### config.mk
export PLATFORM = sky130hd
export DESIGN_NAME = gpio_edge_irq_agg
export DESIGN_NICKNAME = d
export VERILOG_FILES = /design/src/rtl/gpio_edge_pkg.sv /design/src/rtl/gpio_edge_detect.sv /design/src/rtl/gpio_w1sc_reg.sv /design/src/rtl/gpio_irq_status.sv /design/src/rtl/gpio_edge_irq_agg.sv
export SDC_FILE = /design/constraint.sdc
export NUM_CORES = 1
export LEC_CHECK = 0
export BUFFER_PORTS_ARGS = -buffer_cell sky130_fd_sc_hd__buf_2
export CAP_MARGIN = 20
export CORE_MARGIN = 2
export CORE_UTILIZATION = 33
export CTS_CLUSTER_SIZE = 10
export DETAILED_ROUTE_END_ITERATION = 16
export HOLD_SLACK_MARGIN = 0.06
export SLEW_MARGIN = 30
export SYNTH_ARGS = -nofsm -noshare
export SYNTH_HDL_FRONTEND = slang
export SYNTH_SLANG_ARGS = --single-unit
export TNS_END_PERCENT = 1
### constraint.sdc
create_clock -name clk -period 1.66 [get_ports clk]
set_input_delay 0.083 -clock clk [delete_from_list [all_inputs] [get_ports clk]]
set_output_delay 0.083 -clock clk [all_outputs]
set_load 0.1 [all_outputs]
### src/rtl/gpio_edge_pkg.sv
package gpio_edge_pkg;
  localparam int ADDR_W = 8;
  localparam logic [ADDR_W-1:0] A_BANK_EN  = 8'h08;
  localparam logic [ADDR_W-1:0] A_RISE_SET = 8'h10;
  localparam logic [ADDR_W-1:0] A_RISE_CLR = 8'h14;
  localparam logic [ADDR_W-1:0] A_FALL_SET = 8'h18;
  localparam logic [ADDR_W-1:0] A_FALL_CLR = 8'h1C;
  localparam logic [ADDR_W-1:0] A_STATUS   = 8'h20;
endpackage

### src/rtl/gpio_edge_detect.sv
module gpio_edge_detect #(
  parameter int PINS = 32
) (
  input  logic            clk,
  input  logic            rst_n,
  input  logic [PINS-1:0] pin_lvl,
  input  logic [PINS-1:0] rise_en,
  input  logic [PINS-1:0] fall_en,
  output logic [PINS-1:0] hit
);
  logic [PINS-1:0] prev_q;

  // Each pin keeps its level from the previous clock; a difference is a transition.
  for (genvar i = 0; i < PINS; i++) begin : g_pin
    always_comb begin
      hit[i] = (pin_lvl[i] & ~prev_q[i] & rise_en[i])
             | (~pin_lvl[i] & prev_q[i] & fall_en[i]);
    end
  end

  always_ff @(posedge clk or negedge rst_n) begin
    if (!rst_n) prev_q <= '0;
    else        prev_q <= pin_lvl;
  end
endmodule

### src/rtl/gpio_w1sc_reg.sv
module gpio_w1sc_reg #(
  parameter int W = 32
) (
  input  logic         clk,
  input  logic         rst_n,
  input  logic         set_stb,
  input  logic         clr_stb,
  input  logic [W-1:0] wdata,
  output logic [W-1:0] q
);
  logic [W-1:0] q_d;
  logic         upd;

  always_comb begin
    upd = set_stb | clr_stb;
    q_d = q;
    if (set_stb) q_d = q | wdata;
    if (clr_stb) q_d = q & ~wdata;
  end

  always_ff @(posedge clk or negedge rst_n) begin
    if (!rst_n)   q <= '0;
    else if (upd) q <= q_d;
  end
endmodule

### src/rtl/gpio_irq_status.sv
module gpio_irq_status #(
  parameter int PINS      = 32,
  parameter int BANK_PINS = 16,
  localparam int NBANK    = PINS / BANK_PINS
) (
  input  logic             clk,
  input  logic             rst_n,
  input  logic [PINS-1:0]  hit,
  input  logic             clr_stb,
  input  logic [PINS-1:0]  wdata,
  output logic [PINS-1:0]  status_q,
  output logic [NBANK-1:0] bank_any
);
  logic [PINS-1:0] clr_mask;
  logic [PINS-1:0] status_d;

  // A new hit outranks a clear of the same bit.
  always_comb begin
    clr_mask = clr_stb ? wdata : '0;
    status_d = (status_q & ~clr_mask) | hit;
  end

  always_ff @(posedge clk or negedge rst_n) begin
    if (!rst_n) status_q <= '0;
    else        status_q <= status_d;
  end

  for (genvar b = 0; b < NBANK; b++) begin : g_bank
    assign bank_any[b] = |status_q[b*BANK_PINS +: BANK_PINS];
  end
endmodule

### src/rtl/gpio_edge_irq_agg.sv
module gpio_edge_irq_agg
  import gpio_edge_pkg::*;
#(
  parameter int PINS        = 32,
  parameter int BANK_PINS   = 16,
  parameter int DIRECT_PINS = 8
) (
  input  logic                        clk,
  input  logic                        rst_n,
  input  logic [PINS-1:0]             pin_lvl,
  input  logic                        bus_wr,
  input  logic [ADDR_W-1:0]           bus_addr,
  input  logic [PINS-1:0]             bus_wdata,
  output logic [PINS-1:0]             bus_rdata,
  output logic [PINS/BANK_PINS-1:0]   bank_irq,
  output logic [DIRECT_PINS-1:0]      direct_irq
);
  localparam int NBANK = PINS / BANK_PINS;

  logic             wr_rise_set, wr_rise_clr, wr_fall_set, wr_fall_clr;
  logic             wr_status, wr_bank;
  logic [PINS-1:0]  rise_en_q, fall_en_q, hit_vec, status_q;
  logic [NBANK-1:0] bank_any, bank_en_q, bank_en_d;

  always_comb begin
    wr_rise_set = bus_wr && (bus_addr == A_RISE_SET);
    wr_rise_clr = bus_wr && (bus_addr == A_RISE_CLR);
    wr_fall_set = bus_wr && (bus_addr == A_FALL_SET);
    wr_fall_clr = bus_wr && (bus_addr == A_FALL_CLR);
    wr_status   = bus_wr && (bus_addr == A_STATUS);
    wr_bank     = bus_wr && (bus_addr == A_BANK_EN);
  end

  gpio_w1sc_reg #(.W(PINS)) u_rise (
    .clk(clk), .rst_n(rst_n), .set_stb(wr_rise_set), .clr_stb(wr_rise_clr),
    .wdata(bus_wdata), .q(rise_en_q));

  gpio_w1sc_reg #(.W(PINS)) u_fall (
    .clk(clk), .rst_n(rst_n), .set_stb(wr_fall_set), .clr_stb(wr_fall_clr),
    .wdata(bus_wdata), .q(fall_en_q));

  gpio_edge_detect #(.PINS(PINS)) u_det (
    .clk(clk), .rst_n(rst_n), .pin_lvl(pin_lvl), .rise_en(rise_en_q),
    .fall_en(fall_en_q), .hit(hit_vec));

  gpio_irq_status #(.PINS(PINS), .BANK_PINS(BANK_PINS)) u_stat (
    .clk(clk), .rst_n(rst_n), .hit(hit_vec), .clr_stb(wr_status),
    .wdata(bus_wdata), .status_q(status_q), .bank_any(bank_any));

  always_comb begin
    bank_en_d = wr_bank ? bus_wdata[NBANK-1:0] : bank_en_q;
  end

  always_ff @(posedge clk or negedge rst_n) begin
    if (!rst_n) bank_en_q <= '0;
    else        bank_en_q <= bank_en_d;
  end

  always_comb begin
    bank_irq   = bank_any & bank_en_q;
    direct_irq = status_q[DIRECT_PINS-1:0];
  end

  always_comb begin
    bus_rdata = '0;
    case (bus_addr)
      A_BANK_EN:              bus_rdata[NBANK-1:0] = bank_en_q;
      A_RISE_SET, A_RISE_CLR: bus_rdata = rise_en_q;
      A_FALL_SET, A_FALL_CLR: bus_rdata = fall_en_q;
      A_STATUS:               bus_rdata = status_q;
      default:                bus_rdata = '0;
    endcase
  end
endmodule

==> flow_summary.ini <==
[drt]
detailed_route_via_count = 5879
initialDrtViolationCount = 376
drcViolationCount = 0
drtPass1Iterations = 5
final_antenna_net_count = 0
avgRoutedWirePerCell_um = 19.5
via_per_inst = 5.65
wl_mm = 20.3

[hold_path]
holdPathStages = 3
holdPathEnd = bank_en_q[1]
min_from = bus_wr
worstHoldPathType = in2reg

[sta]
max_clock_freq_ghz = 0.530
final_critical_path_setup_slack_ns = -0.226
finalMaxSlewViolations = 0
fin_crit_ns = 1.89
relSlewSlack = 0.668
finalSetupTns_ns = -2.07
period_share = 1.14
setup_viol = 33
grt_setup_unrepaired = yes
holdWs_ns = 0.100
tightest_slew_ns = 0.501
clock-skew-final_ns = 0.00892
hold_viol_final = 0

[clock_network]
clk_pin_slew_worst_paths_ns = 0.06
cts_made_buffers = 17
cts.sink_count = 130
clock_tree.root_cell = sky130_fd_sc_hd__clkbuf_16
ctsHtreeMaxLevel = 4
tritoncts = done
cts-root-to-sink-buffers = 2
insertion_delay_ns = 0.42

[setup_path]
ff_to_ff_setup_slack_ns = 0.78
cp_slowest_cell = sky130_fd_sc_hd__or4bb_1
timing.critical_path.arrival_ns = 1.80
timing_worst_setup_path_type = reg2out
worstPathRequired_ns = 1.58
worst_r2r_endpoint = u_stat.status_q[4]
cell_breakdown_of_the_critical_path = or4bb_1, a311oi_2, a21o_1, buf_12
start_kind = flip-flop
timing.critical_path.slowest_cell_delay_ns = 0.42
critical_path.top_delay_family = compound AO/OA/AOI/OAI gates
setup.worst_path.end_class = output port
worst-path-max-fanout = 2
worst_r2r_path_depth = 3
worst-path-buf-inv = 1

[floorplan]
i_o_pin_cnt = 117
die-area_um2 = 20700
chipHeight_um = 144
placementRows = 51
initial_utilization = 0.334
floorplan.core_area_um2 = 19300
chipWidth_um = 144

[global_routing]
grt_first_pass_wirelength_mm = 32.3
grt_overflow_total = 0
grt_start_max_net_pins = 70
first_global_vias = 6046
initial_antenna_violation_count = 2
gr-usage-all-layers = 0.203

[synthesis]
yosys.area.top_type_share = 0.503
mappedNetlistArea_um2 = 6460
avgSynthCellArea_um2 = 11.2
synthDistinctLibCells = 32
synth_area_leader_cell = sky130_fd_sc_hd__dfrtp_1
synthesis.nets = 654
synth-async-reset-ratio = 1.00
post_synth_mux_area_share = 0.0548
synth-seq-area-share = 0.503
synth_top_cells_by_count = sky130_fd_sc_hd__dfrtp_1 (130), sky130_fd_sc_hd__a31oi_1 (93), sky130_fd_sc_hd__nand4_1 (35), sky130_fd_sc_hd__nand3b_1 (34)
yosys-top-cells-area = sky130_fd_sc_hd__dfrtp_1 (50%), sky130_fd_sc_hd__a31oi_1 (9.0%), sky130_fd_sc_hd__o2bb2ai_2 (7.0%)
synthMostInstantiatedCell = sky130_fd_sc_hd__dfrtp_1
synth_simple_gate_area_frac = 0.122
synthesis.yosys.warnings = 0
synthXorXnorAreaFrac = 0
dominant_combinational_cell_family_by_area_after_synthesis = compound AO/OA/AOI/OAI gates
synth_ff_type = sky130_fd_sc_hd__dfrtp_1
synth-compound-area-share = 0.268
synth_fa_ha_area_frac = 0
yosys_register_bits = 130
synth_enable_flop_cells = 0
synth_cells = 579

[layout]
num-nets-final = 837
number_of_fillers_in_the_final_layout = 1713
seq_area_um2 = 3260
layout.cells.non_filler = 1041
area_delta_synth_final_pct = 44.8
multiInputGateArea_um2 = 3010
drive_above_1_share = 0.316

[placed_design]
post-place-cells = 942
global_placer_s_final_weighted_congestion = 0.773
buffer_ports.inserted = 116
post_detailed_placement_half_perimeter_wirelength_mm = 13.5

[pwr]
power_density_nw_per_um2 = 1010
static-leakage-power_nw = 3.83
vdd.ir_drop.worst_mv = 0.677

[outcome]
status = finished, violations left
violations = setup timing

[flow_run]
max-cap-violations = 0
==> cells by family after synthesis <==
family / Yosys count
mux: 35
flops: 130
buf+inv: 66
simple gates: 127
compound gates: 221
==> where the power goes <==
group,total [mW],leakage [nW],internal [mW],switching [mW]
Combinational,1.68,1.96,0.620,1.06
Sequential,4.00,1.58,3.55,0.455
Clock,3.79,0.287,2.31,1.48
==> cell usage in the layout, fill, tap and decap left out, drive strengths merged, types with 2 or more instances in the layout <==
cell / instances
buf: 161
dfrtp: 130
a31oi: 93
dlygate4sd3: 65
nand4: 35
nand3b: 34
a21o: 33
nand2: 33
a41oi: 33
mux2i: 32
o21ai: 31
o2bb2ai: 30
clkbuf: 19
nor4: 9
inv: 9
nand3: 4
mux2: 3
clkinvlp: 3
nor2b: 3
clkinv: 3
nor3b: 2
bufinv: 2
==> layer usage <==
layer  up-vias  global-route usage  routed length [µm]
met5         -                   0                  13
met4         2              0.0764                 325
met3        25              0.0467                1150
met2       214               0.328                9940
met1      2973               0.266                8890
li1       2665                   -                   -
==> cell type report <==
type | count | area share
clock buffer | 19 | 0.0484
multi-input combinational | 383 | 0.321
sequential | 130 | 0.348
tap | 265 | 0.0355
timing repair buffer | 226 | 0.229
inverter | 4 | 0.00161
antenna | 1 | 0.000268
clock inverter | 13 | 0.0159
==> stage by stage <==
step           instance area [µm²]  setup slack [ns]  utilization  power (mW)
6_report                      9350            -0.226        0.484        9.48
5_1_grt                       9350            -0.303        0.484        9.89
4_1_cts                       9350            -0.309        0.484        9.58
3_5_place_dp                  7980            -0.127        0.413        5.52
3_3_place_gp                  7980            -0.129        0.413        5.48
2_1_floorplan                 6470            -0.521            -        4.96
==> timing repair <==
action,4_1_cts,5_1_grt
setup buffers,1,0
hold endpoints to repair,260,0
gates resized for setup,19,0
pin swaps,5,1
setup endpoints to repair,34,33
hold buffers,65,0
==> worst reg2reg max path, stage by stage, from the launching register on <==
cell and delay, ns:
sky130_fd_sc_hd__dfrtp_1 0.39, sky130_fd_sc_hd__nand3b_1 0.10, sky130_fd_sc_hd__o21ai_0 0.11, sky130_fd_sc_hd__a21o_1 0.16
==> worst max-delay path by stage <==
stage                                   start      endpoint  slack (ns)  cells past startpoint
after floorplan           u_stat.status_q[27]   bank_irq[1]       -0.52                      2
after global placement            bus_addr[7]     flip-flop       -0.13                      7
after detailed placement          bus_addr[7]  bus_rdata[0]       -0.13                      6
after CTS                        bank_en_q[0]  bus_rdata[0]       -0.31                      4
after global routing             bank_en_q[0]  bus_rdata[0]       -0.30                      4
final                            bank_en_q[0]  bus_rdata[0]       -0.23                      4
No activity file was read; power rests on OpenSTA's default activity.
